File: config.mk
export PLATFORM = sky130hd
export DESIGN_NAME = hbuf_access_guard
export DESIGN_NICKNAME = d
export VERILOG_FILES = /design/src/rtl/hbuf_guard_pkg.sv /design/src/rtl/hbuf_ib_rules.sv /design/src/rtl/hbuf_ob_rules.sv /design/src/rtl/hbuf_flag_cell.sv /design/src/rtl/hbuf_flag_bank.sv /design/src/rtl/hbuf_access_guard.sv
export SDC_FILE = /design/constraint.sdc
export NUM_CORES = 1
export LEC_CHECK = 0
export BUFFER_PORTS_ARGS = -buffer_cell sky130_fd_sc_hd__buf_2
export CAP_MARGIN = 20
export CORE_AREA = 10 10 47 49
export CTS_BUF_LIST = sky130_fd_sc_hd__clkbuf_16
export DETAILED_ROUTE_END_ITERATION = 7
export DIE_AREA = 0 0 57 59
export GPL_ROUTABILITY_DRIVEN = 0
export PLACE_DENSITY = 0.85
export SKIP_LAST_GASP = 1
export SLEW_MARGIN = 15
export SYNTH_ARGS = -nofsm -noshare
export SYNTH_HDL_FRONTEND = slang
export SYNTH_HIERARCHICAL = 1
export SYNTH_SLANG_ARGS = --single-unit
File: constraint.sdc
create_clock -name clk -period 2.3 [get_ports clk]
set_input_delay 0 -clock clk [delete_from_list [all_inputs] [get_ports clk]]
set_output_delay 0 -clock clk [all_outputs]
set_load 0.01 [all_outputs]
File: src/rtl/hbuf_guard_pkg.sv
package hbuf_guard_pkg;
   localparam int FLAG_N       = 4;
   localparam int F_OB_ILL     = 0;
   localparam int F_IB_ILL     = 1;
   localparam int F_FIFO_EMPTY = 2;
   localparam int F_FIFO_OVR   = 3;

   typedef enum logic [1:0] {
      SEC_OPEN   = 2'b00,
      SEC_STATIC = 2'b01,
      SEC_ALL_A  = 2'b10,
      SEC_ALL_B  = 2'b11
   } sec_mode_e;

   typedef struct packed {
      logic hdr;
      logic data;
   } section_t;
endpackage

File: src/rtl/hbuf_ib_rules.sv
module hbuf_ib_rules
   import hbuf_guard_pkg::*;
#(
   parameter int NBUF  = 8,
   parameter int BUF_W = 3,
   parameter int FD_W  = 4,
   parameter int KEYS  = 2
) (
   input  logic             reg_wr,
   input  logic             cmd_wr,
   input  logic             busy,
   input  logic             cfg,
   input  logic [BUF_W-1:0] buf_num,
   input  section_t         sect,
   input  logic [KEYS-1:0]  key_slot,
   input  logic [FD_W-1:0]  first_dyn,
   input  sec_mode_e        mode,
   input  logic [NBUF-1:0]  fifo_map,
   output logic             illegal,
   output logic             xfer_en
);
   logic [KEYS-1:0] key_vec;
   logic [NBUF-1:0] fifo_vec;
   logic            key_hit, static_hit, all_hit, fifo_hit, busy_hit, state_hit;

   for (genvar k = 0; k < KEYS; k++) begin : g_key
      assign key_vec[k] = key_slot[k] && (buf_num == BUF_W'(k));
   end

   for (genvar i = 0; i < NBUF; i++) begin : g_fifo
      assign fifo_vec[i] = fifo_map[i] && (buf_num == BUF_W'(i));
   end

   always_comb begin
      busy_hit   = (reg_wr || cmd_wr) && busy;
      key_hit    = sect.hdr && (|key_vec);
      static_hit = sect.hdr && (mode == SEC_STATIC) && (FD_W'(buf_num) < first_dyn);
      all_hit    = sect.hdr && (mode == SEC_ALL_A || mode == SEC_ALL_B);
      fifo_hit   = (sect.hdr || sect.data) && (|fifo_vec);
      state_hit  = cmd_wr && !cfg && (key_hit || static_hit || all_hit || fifo_hit);
      illegal    = busy_hit || state_hit;
      xfer_en    = cmd_wr && !illegal;
   end
endmodule

File: src/rtl/hbuf_ob_rules.sv
module hbuf_ob_rules (
   input  logic req,
   input  logic from_fifo,
   input  logic busy,
   input  logic fifo_empty,
   output logic busy_hit,
   output logic empty_hit,
   output logic xfer_en
);
   always_comb begin
      busy_hit  = req && busy;
      empty_hit = req && from_fifo && fifo_empty;
      xfer_en   = req && !busy_hit && !empty_hit;
   end
endmodule

File: src/rtl/hbuf_flag_cell.sv
module hbuf_flag_cell (
   input  logic clk,
   input  logic rst_n,
   input  logic set_i,
   input  logic clr_i,
   output logic q
);
   always_ff @(posedge clk or negedge rst_n) begin
      if (!rst_n)     q <= 1'b0;
      else if (set_i) q <= 1'b1;
      else if (clr_i) q <= 1'b0;
   end
endmodule

File: src/rtl/hbuf_flag_bank.sv
module hbuf_flag_bank #(
   parameter int N = 4
) (
   input  logic         clk,
   input  logic         rst_n,
   input  logic [N-1:0] set_v,
   input  logic [N-1:0] clr_v,
   output logic [N-1:0] q
);
   for (genvar f = 0; f < N; f++) begin : g_cell
      hbuf_flag_cell u_cell (
         .clk   (clk),
         .rst_n (rst_n),
         .set_i (set_v[f]),
         .clr_i (clr_v[f]),
         .q     (q[f])
      );
   end
endmodule

File: src/rtl/hbuf_access_guard.sv
module hbuf_access_guard
   import hbuf_guard_pkg::*;
#(
   parameter int NBUF         = 8,
   parameter bit OVR_HOST_CLR = 1'b1,
   localparam int BUF_W       = (NBUF > 1) ? $clog2(NBUF) : 1,
   localparam int FD_W        = $clog2(NBUF + 1)
) (
   input  logic              clk,
   input  logic              rst_n,
   input  logic              ib_reg_wr,
   input  logic              ib_cmd_wr,
   input  logic [BUF_W-1:0]  ib_buf_num,
   input  logic              ib_sel_hdr,
   input  logic              ib_sel_data,
   input  logic              ib_busy,
   input  logic              ob_req,
   input  logic              ob_from_fifo,
   input  logic              ob_busy,
   input  logic              cfg_state,
   input  logic [1:0]        key_slot,
   input  logic [FD_W-1:0]   first_dyn,
   input  logic [1:0]        sec_mode,
   input  logic [NBUF-1:0]   fifo_map,
   input  logic              fifo_empty,
   input  logic              fifo_overrun,
   input  logic              fifo_rd,
   input  logic              clr_wr,
   input  logic [FLAG_N-1:0] clr_data,
   input  logic [FLAG_N-1:0] irq_en,
   output logic [FLAG_N-1:0] flags,
   output logic              irq,
   output logic              ib_xfer_en,
   output logic              ob_xfer_en
);
   if (NBUF < 2 || NBUF > 256) begin : g_bad_nbuf
      $error("hbuf_access_guard: NBUF must lie in 2..256");
   end
   if (FD_W <= BUF_W - 1) begin : g_bad_fdw
      $error("hbuf_access_guard: boundary width too narrow");
   end

   logic              ib_illegal, ob_busy_hit, ob_empty_hit;
   logic [FLAG_N-1:0] set_v, clr_v;
   section_t          sect;

   assign sect = '{hdr: ib_sel_hdr, data: ib_sel_data};

   hbuf_ib_rules #(
      .NBUF (NBUF),
      .BUF_W(BUF_W),
      .FD_W (FD_W),
      .KEYS (2)
   ) u_ib (
      .reg_wr   (ib_reg_wr),
      .cmd_wr   (ib_cmd_wr),
      .busy     (ib_busy),
      .cfg      (cfg_state),
      .buf_num  (ib_buf_num),
      .sect     (sect),
      .key_slot (key_slot),
      .first_dyn(first_dyn),
      .mode     (sec_mode_e'(sec_mode)),
      .fifo_map (fifo_map),
      .illegal  (ib_illegal),
      .xfer_en  (ib_xfer_en)
   );

   hbuf_ob_rules u_ob (
      .req       (ob_req),
      .from_fifo (ob_from_fifo),
      .busy      (ob_busy),
      .fifo_empty(fifo_empty),
      .busy_hit  (ob_busy_hit),
      .empty_hit (ob_empty_hit),
      .xfer_en   (ob_xfer_en)
   );

   assign set_v[F_OB_ILL]     = ob_busy_hit;
   assign set_v[F_IB_ILL]     = ib_illegal;
   assign set_v[F_FIFO_EMPTY] = ob_empty_hit;
   assign set_v[F_FIFO_OVR]   = fifo_overrun;

   for (genvar f = 0; f < FLAG_N; f++) begin : g_clr
      if (f == F_FIFO_OVR) begin : g_rd_clear
         if (OVR_HOST_CLR) begin : g_both
            assign clr_v[f] = fifo_rd || (clr_wr && clr_data[f]);
         end else begin : g_rd_only
            assign clr_v[f] = fifo_rd || (1'b0 && clr_data[f]);
         end
      end else begin : g_w1c
         assign clr_v[f] = clr_wr && clr_data[f];
      end
   end

   hbuf_flag_bank #(.N(FLAG_N)) u_flags (
      .clk  (clk),
      .rst_n(rst_n),
      .set_v(set_v),
      .clr_v(clr_v),
      .q    (flags)
   );

   assign irq = |(flags & irq_en);
endmodule

* Word level (Yosys, flattened, before mapping)
Cells that the tools add are included.
Word-level totals: register bits after elaboration 4, input port bits 42, logic and storage cells 72
Operators by class: order comparisons 1, equality and inequality tests 10, muxes and demuxes 8, bitwise gates (word level) 1, reduce and logical (&&, ||, !) cells 48
Operators with widths (number):
- 1-bit logical AND | 28
- 3-bit == test, second input constant | 4
- 1-bit logical OR | 8
- 1-bit 2-to-1 mux | 8
- 2-bit nonzero test | 4
- 8-bit OR reduction | 1
- 3-bit by 2-bit == test with 1-bit output, second input constant | 2
- 4-bit AND | 1
- 2-bit == test, second input constant | 2
- 1-bit zero test | 4
- 3-bit by 4-bit less-than comparator with 1-bit output | 1
- 4-bit OR reduction | 1
- 3-bit by 1-bit == test with 1-bit output, second input constant | 1
- 3-bit zero test | 1
- 2-bit by 1-bit == test with 1-bit output, second input constant | 1
- 2-bit OR reduction | 1

* Logic depth before layout (Yosys ltp)
depth in word-level cells 11, mapped depth 8, depth with buffers taken out 8

* By module
Netlist, hierarchy kept.
By module, submodules not included:
- hbuf_ib_rules | times used 1, cells each 30, area each 221.5 sq um
- hbuf_flag_cell | times used 4, cells each 3, area each 36.3 sq um
- hbuf_access_guard | times used 1, cells each 7, area each 45.0 sq um
- hbuf_ob_rules | times used 1, cells each 4, area each 30.0 sq um

* Worst setup path before layout
Ideal clock, no wire load.
kind input to register, start point input first_dyn[1], end point register u_flags.g_cell[1].u_cell.q, arrival time 1396 ps, path slack 786 ps, stages on the path 8, buffers on the path 0, cells stage by stage inv_1 ha_1 nor2_1 a2111oi_0 o21ai_0 o31a_1 a21bo_1 a21o_1
Between the ends: cells in the longest elaborated chain, start to end 8
RTL lines:
- start: declaration | RTL line hbuf_access_guard.sv:22 | input logic [FD_W-1:0] first_dyn,
- 3-bit by 4-bit less-than comparator with 1-bit output (*) | RTL line hbuf_ib_rules.sv:37 | static_hit = sect.hdr && (mode == SEC_STATIC) && (FD_W'(buf_num) < first_dyn);
- 1-bit logical AND (*) | RTL line hbuf_ib_rules.sv:37
- 1-bit logical OR (*) (3 in series) | RTL line hbuf_ib_rules.sv:40 | state_hit = cmd_wr && !cfg && (key_hit || static_hit || all_hit || fifo_hit);
- 1-bit logical AND (*) | RTL line hbuf_ib_rules.sv:40
- 1-bit logical OR (*) | RTL line hbuf_ib_rules.sv:41 | illegal = busy_hit || state_hit;
- net ib_illegal | RTL line hbuf_access_guard.sv:43 | logic ib_illegal, ob_busy_hit, ob_empty_hit;
- 1-bit 2-to-1 mux / 2-bit nonzero test (equally long branches)
- end signal: assignment | RTL line hbuf_flag_cell.sv:9 | if (!rst_n) q <= 1'b0;
- end signal: assignment | RTL line hbuf_flag_cell.sv:10 | else if (set_i) q <= 1'b1;
- end signal: assignment | RTL line hbuf_flag_cell.sv:11 | else if (clr_i) q <= 1'b0;
- end: declaration | RTL line hbuf_flag_cell.sv:6 | output logic q
The timed path passes the listed nets; every way through them passes the cells marked *. A chain may end at the register's enable or synchronous reset.

* Worst setup path in the final report
start point input ib_buf_num[1], end point output ib_xfer_en
Between the ends: cells in the longest elaborated chain, start to end 11
RTL lines:
- start: declaration | RTL line hbuf_access_guard.sv:13 | input logic [BUF_W-1:0] ib_buf_num,
- parallel branches: the longest is 6 deep, another holds 3-bit by 4-bit less-than comparator with 1-bit output
- 1-bit logical OR (*) | RTL line hbuf_ib_rules.sv:40
- 1-bit logical AND (*) | RTL line hbuf_ib_rules.sv:40
- 1-bit logical OR (*) | RTL line hbuf_ib_rules.sv:41
- 1-bit zero test (*) | RTL line hbuf_ib_rules.sv:42 | xfer_en = cmd_wr && !illegal;
- 1-bit logical AND (*) | RTL line hbuf_ib_rules.sv:42
- end: declaration | RTL line hbuf_access_guard.sv:33 | output logic ib_xfer_en,
Every way passes the cells marked *.

==> metrics.log <==
INFO  metric result_of_the_run = finished clean
INFO  metric drt_pass1_iterations = 3
INFO  metric stdcell_area = 786 um^2
INFO  metric drtAntennaViolNets = 0
INFO  metric synth_edf_count = 0
INFO  metric drt_iter0_markers = 1
INFO  metric synth_compound_gate_area_share = 29.2%
INFO  metric port-buffer-count = 48
INFO  metric path_common_cell = buf_2
INFO  metric power.ir.vdd_worst = 0.000341 V
INFO  metric grt_antenna_before_repair = 0
INFO  metric row_count = 14
INFO  metric via_count = 559
INFO  metric finalWirelength = 1.65 mm
INFO  metric share_of_synthesized_area_spent_on_multiplexers = 11.3%
INFO  metric max_freq = 641 MHz
INFO  metric register_area = 100 um^2
INFO  metric postSynthCellCount = 53
INFO  metric top_regs = u_flags/g_cell.u_cell/q: 4 flops
INFO  metric syn_area_per_cell = 8.33 um^2
INFO  metric grt_remaining_overflow = 0
INFO  metric pin_count = 49
INFO  metric multi_input_comb_area = 289 um^2
INFO  metric grt_pass1_wl = 2.64 mm
INFO  metric cts-buffers-inserted = 3
INFO  metric clk_pin_slew_worst_paths = 30 ps
INFO  metric clkSinkCount = 4
INFO  metric synth_simple_gate_area_share = 19.3%
INFO  metric setup_viol = 0
INFO  metric place_inst = 116
INFO  metric clock_insertion_delay_worst_skew = 220 ps
INFO  metric dpl.hpwl = 1.45 mm
INFO  metric layout-area-overhead-vs-synth = 77.9%
INFO  metric drive_gt1_share = 51.4%
INFO  metric largest_register_ffs = 4
INFO  metric post_route_drc = 0
INFO  metric die_outline_area = 3360 um^2
INFO  metric min_period_over_period = 67.9%
INFO  metric timing.clock.skew = 0 ps
INFO  metric route.detailed.vias_per_inst = 4.62
INFO  metric hold_path.class = in2reg
INFO  metric synth_async_sr_flop_share = 100%
INFO  metric startpoint_type = input port
INFO  metric n_antenna_cell = 0
INFO  metric worst_ep_required_time = 2300 ps
INFO  metric max_slew.worst_pin.slew = 314 ps
INFO  metric post_cts_resize_count = 0
INFO  metric critical_path_class = in2out
INFO  metric design.core.area = 1400 um^2
INFO  metric grt_pass1_vias = 604
INFO  metric regMostFlops = u_flags/g_cell.u_cell/q
INFO  metric yosysSeqAreaShare = 22.7%
INFO  metric ys.warnings.count = 6
INFO  metric drv.max_cap_violation_count = 0
INFO  metric fin_crit = 1560 ps
INFO  metric synth_cell_types = 23
INFO  metric synth-adder-area-share = 5.67%
INFO  metric fin_nets = 151
INFO  metric timing_max_transition_violations_final = 0
INFO  metric timing.critical_path.slowest_cell_delay = 330 ps
INFO  metric worst_slew_margin_rel = 78.5%
INFO  metric path_cells = buf_2 > ha_1 > nor2_1 > a2111oi_0 > o21ai_0 > o31a_1 > nor3b_2 > buf_2
INFO  metric placedInstanceArea = 691 um^2
INFO  metric number_of_hold_slack_violations_in_the_final_timing_report = 0
INFO  metric cpMaxStageDelayCell = a2111oi_0
INFO  metric nFillCells = 150
INFO  metric synth.top_cells.by_area = dfrtp_1 23%, mux2i_1 11%, inv_1 9.3%
INFO  metric synthDominantAreaCellType = dfrtp_1
INFO  metric dominant_combinational_cell_family_by_area_after_synthesis = compound AO/OA/AOI/OAI gates
INFO  metric grt_setup_unrepaired = false
INFO  metric netlist_area = 442 um^2
INFO  metric critical_path.endpoint_type = output pin
INFO  metric crit_family = compound AO/OA/AOI/OAI gates
INFO  metric grt_use_total = 9.50%
INFO  metric power_density = 582 nW/um^2
INFO  metric initial_utilization = 31.5%
INFO  metric clock_tree_from_tritoncts = done
INFO  metric die_width = 57 um
INFO  metric clockRootBuffer = clkbuf_16
INFO  metric htree_levels = 1
INFO  metric drt-wirelength-per-cell = 13.7 um
INFO  metric grt_max_degree = 7
INFO  metric power.leakage = 0.464 nW
INFO  metric ys_ff_latch = 4
INFO  metric synth_flop_cell = dfrtp_1
INFO  metric floorplan.die.height = 59 um
INFO  metric cts-root-to-sink-buffers = 2
INFO  metric fin_setup_tns = 0 ps
INFO  metric cp.arrival = 1560 ps
INFO  metric synth_xor_area_share = 0%
INFO  metric synth_fp_nets = 97
INFO  metric worstPathBufferInverterCount = 2
INFO  metric stdcell_count = 121
INFO  metric yosys.area.top_type_share = 22.7%
INFO  metric path_max_fanout = 6
-- layout by cell type, fill, tap and decap left out, drive strengths merged --
cell type and count:
nor3 1, nand2 3, a22oi 2, nor3b 2, mux2i 5, and3 1
a21o 5, o21ai 2, o211ai 1, clkbuf 3, nor4b 1, buf 48
a21bo 1, dlygate4sd3 2, o32a 1, ha 2, a2111oi 1, a211oi 1
o32ai 1, nor2 2, o31a 1, and2 4, inv 11, dfrtp 4
-- synth_stat cells (2+ instances only) --
cell type and number:
ha_1 2, dfrtp_1 4, a21o_1 5, mux2i_1 5, and2_1 4, nand2_1 3, a22oi_1 2, o21ai_0 2
inv_1 11, nor2_1 2
-- report_power, final --
part,total [W],internal [W],switching [W]
Sequential,0.0000847,0.0000783,0.00000648
Combinational,0.000106,0.0000608,0.0000451
Clock,0.000267,0.000222,0.0000450
Total,0.000457,0.000361,0.0000966
-- worst paths after layout --
kind | from | end | slack [ps] | depth (start not counted)
min in group asynchronous | rst_n | u_flags/g_cell[2].u_cell/q | 110 | 2
hold reg to reg | u_flags/g_cell[2].u_cell/q | u_flags/g_cell[2].u_cell/q | 510 | 1
max in group asynchronous | rst_n | u_flags/g_cell[1].u_cell/q | 2080 | 2
setup reg to reg | u_flags/g_cell[0].u_cell/q | u_flags/g_cell[0].u_cell/q | 1610 | 1
hold / removal | ib_cmd_wr | u_flags/g_cell[1].u_cell/q | 90 | 3
setup / recovery | ib_buf_num[1] | ib_xfer_en | 740 | 8
-- cell families (layout without fill, tap and decap cells) --
logic type	count (synthesis)	count (layout)
muxes	5	5
adders and majority gates	2	2
DFF	4	4
and+or+nand+nor	14	14
buffers and inverters	12	64
AOI/OAI and AO/OA	16	16
-- what timing repair did --
item,in CTS,in global routing
hold buffers,2,0
endpoints found under the hold margin,5,0
setup buffers,0,0
-- per-stage QoR --
step | setup slack, ps | util, % | hold WS (ps) | power (W)
after floorplan | 786 | - | -296 | 0.000133
after global placement | 594 | 49.3 | -195 | 0.000187
after detailed placement | 586 | 49.3 | -195 | 0.000189
after CTS | 729 | 56.1 | 89.5 | 0.000465
after global routing | 512 | 56.1 | 110 | 0.000487
final | 739 | 56.1 | 86.7 | 0.000457
-- cell type report --
class                      instances  area share (%)
timing repair buffer              50            33.1
inverter                          11            5.25
multi-input combinational         37            36.8
clock buffer                       3            9.55
tap                               16            2.55
sequential                         4            12.7
-- routing by layer --
layer | up-vias | GRT usage, % | wire (um)
li1 | 291 | - | -
met1 | 245 | 10.3 | 649
met2 | 21 | 16.3 | 894
met3 | 2 | 2.79 | 92
met4 | 0 | 5.03 | 16
met5 | - | 0 | 0
No activity file was read; power rests on OpenSTA's default activity.
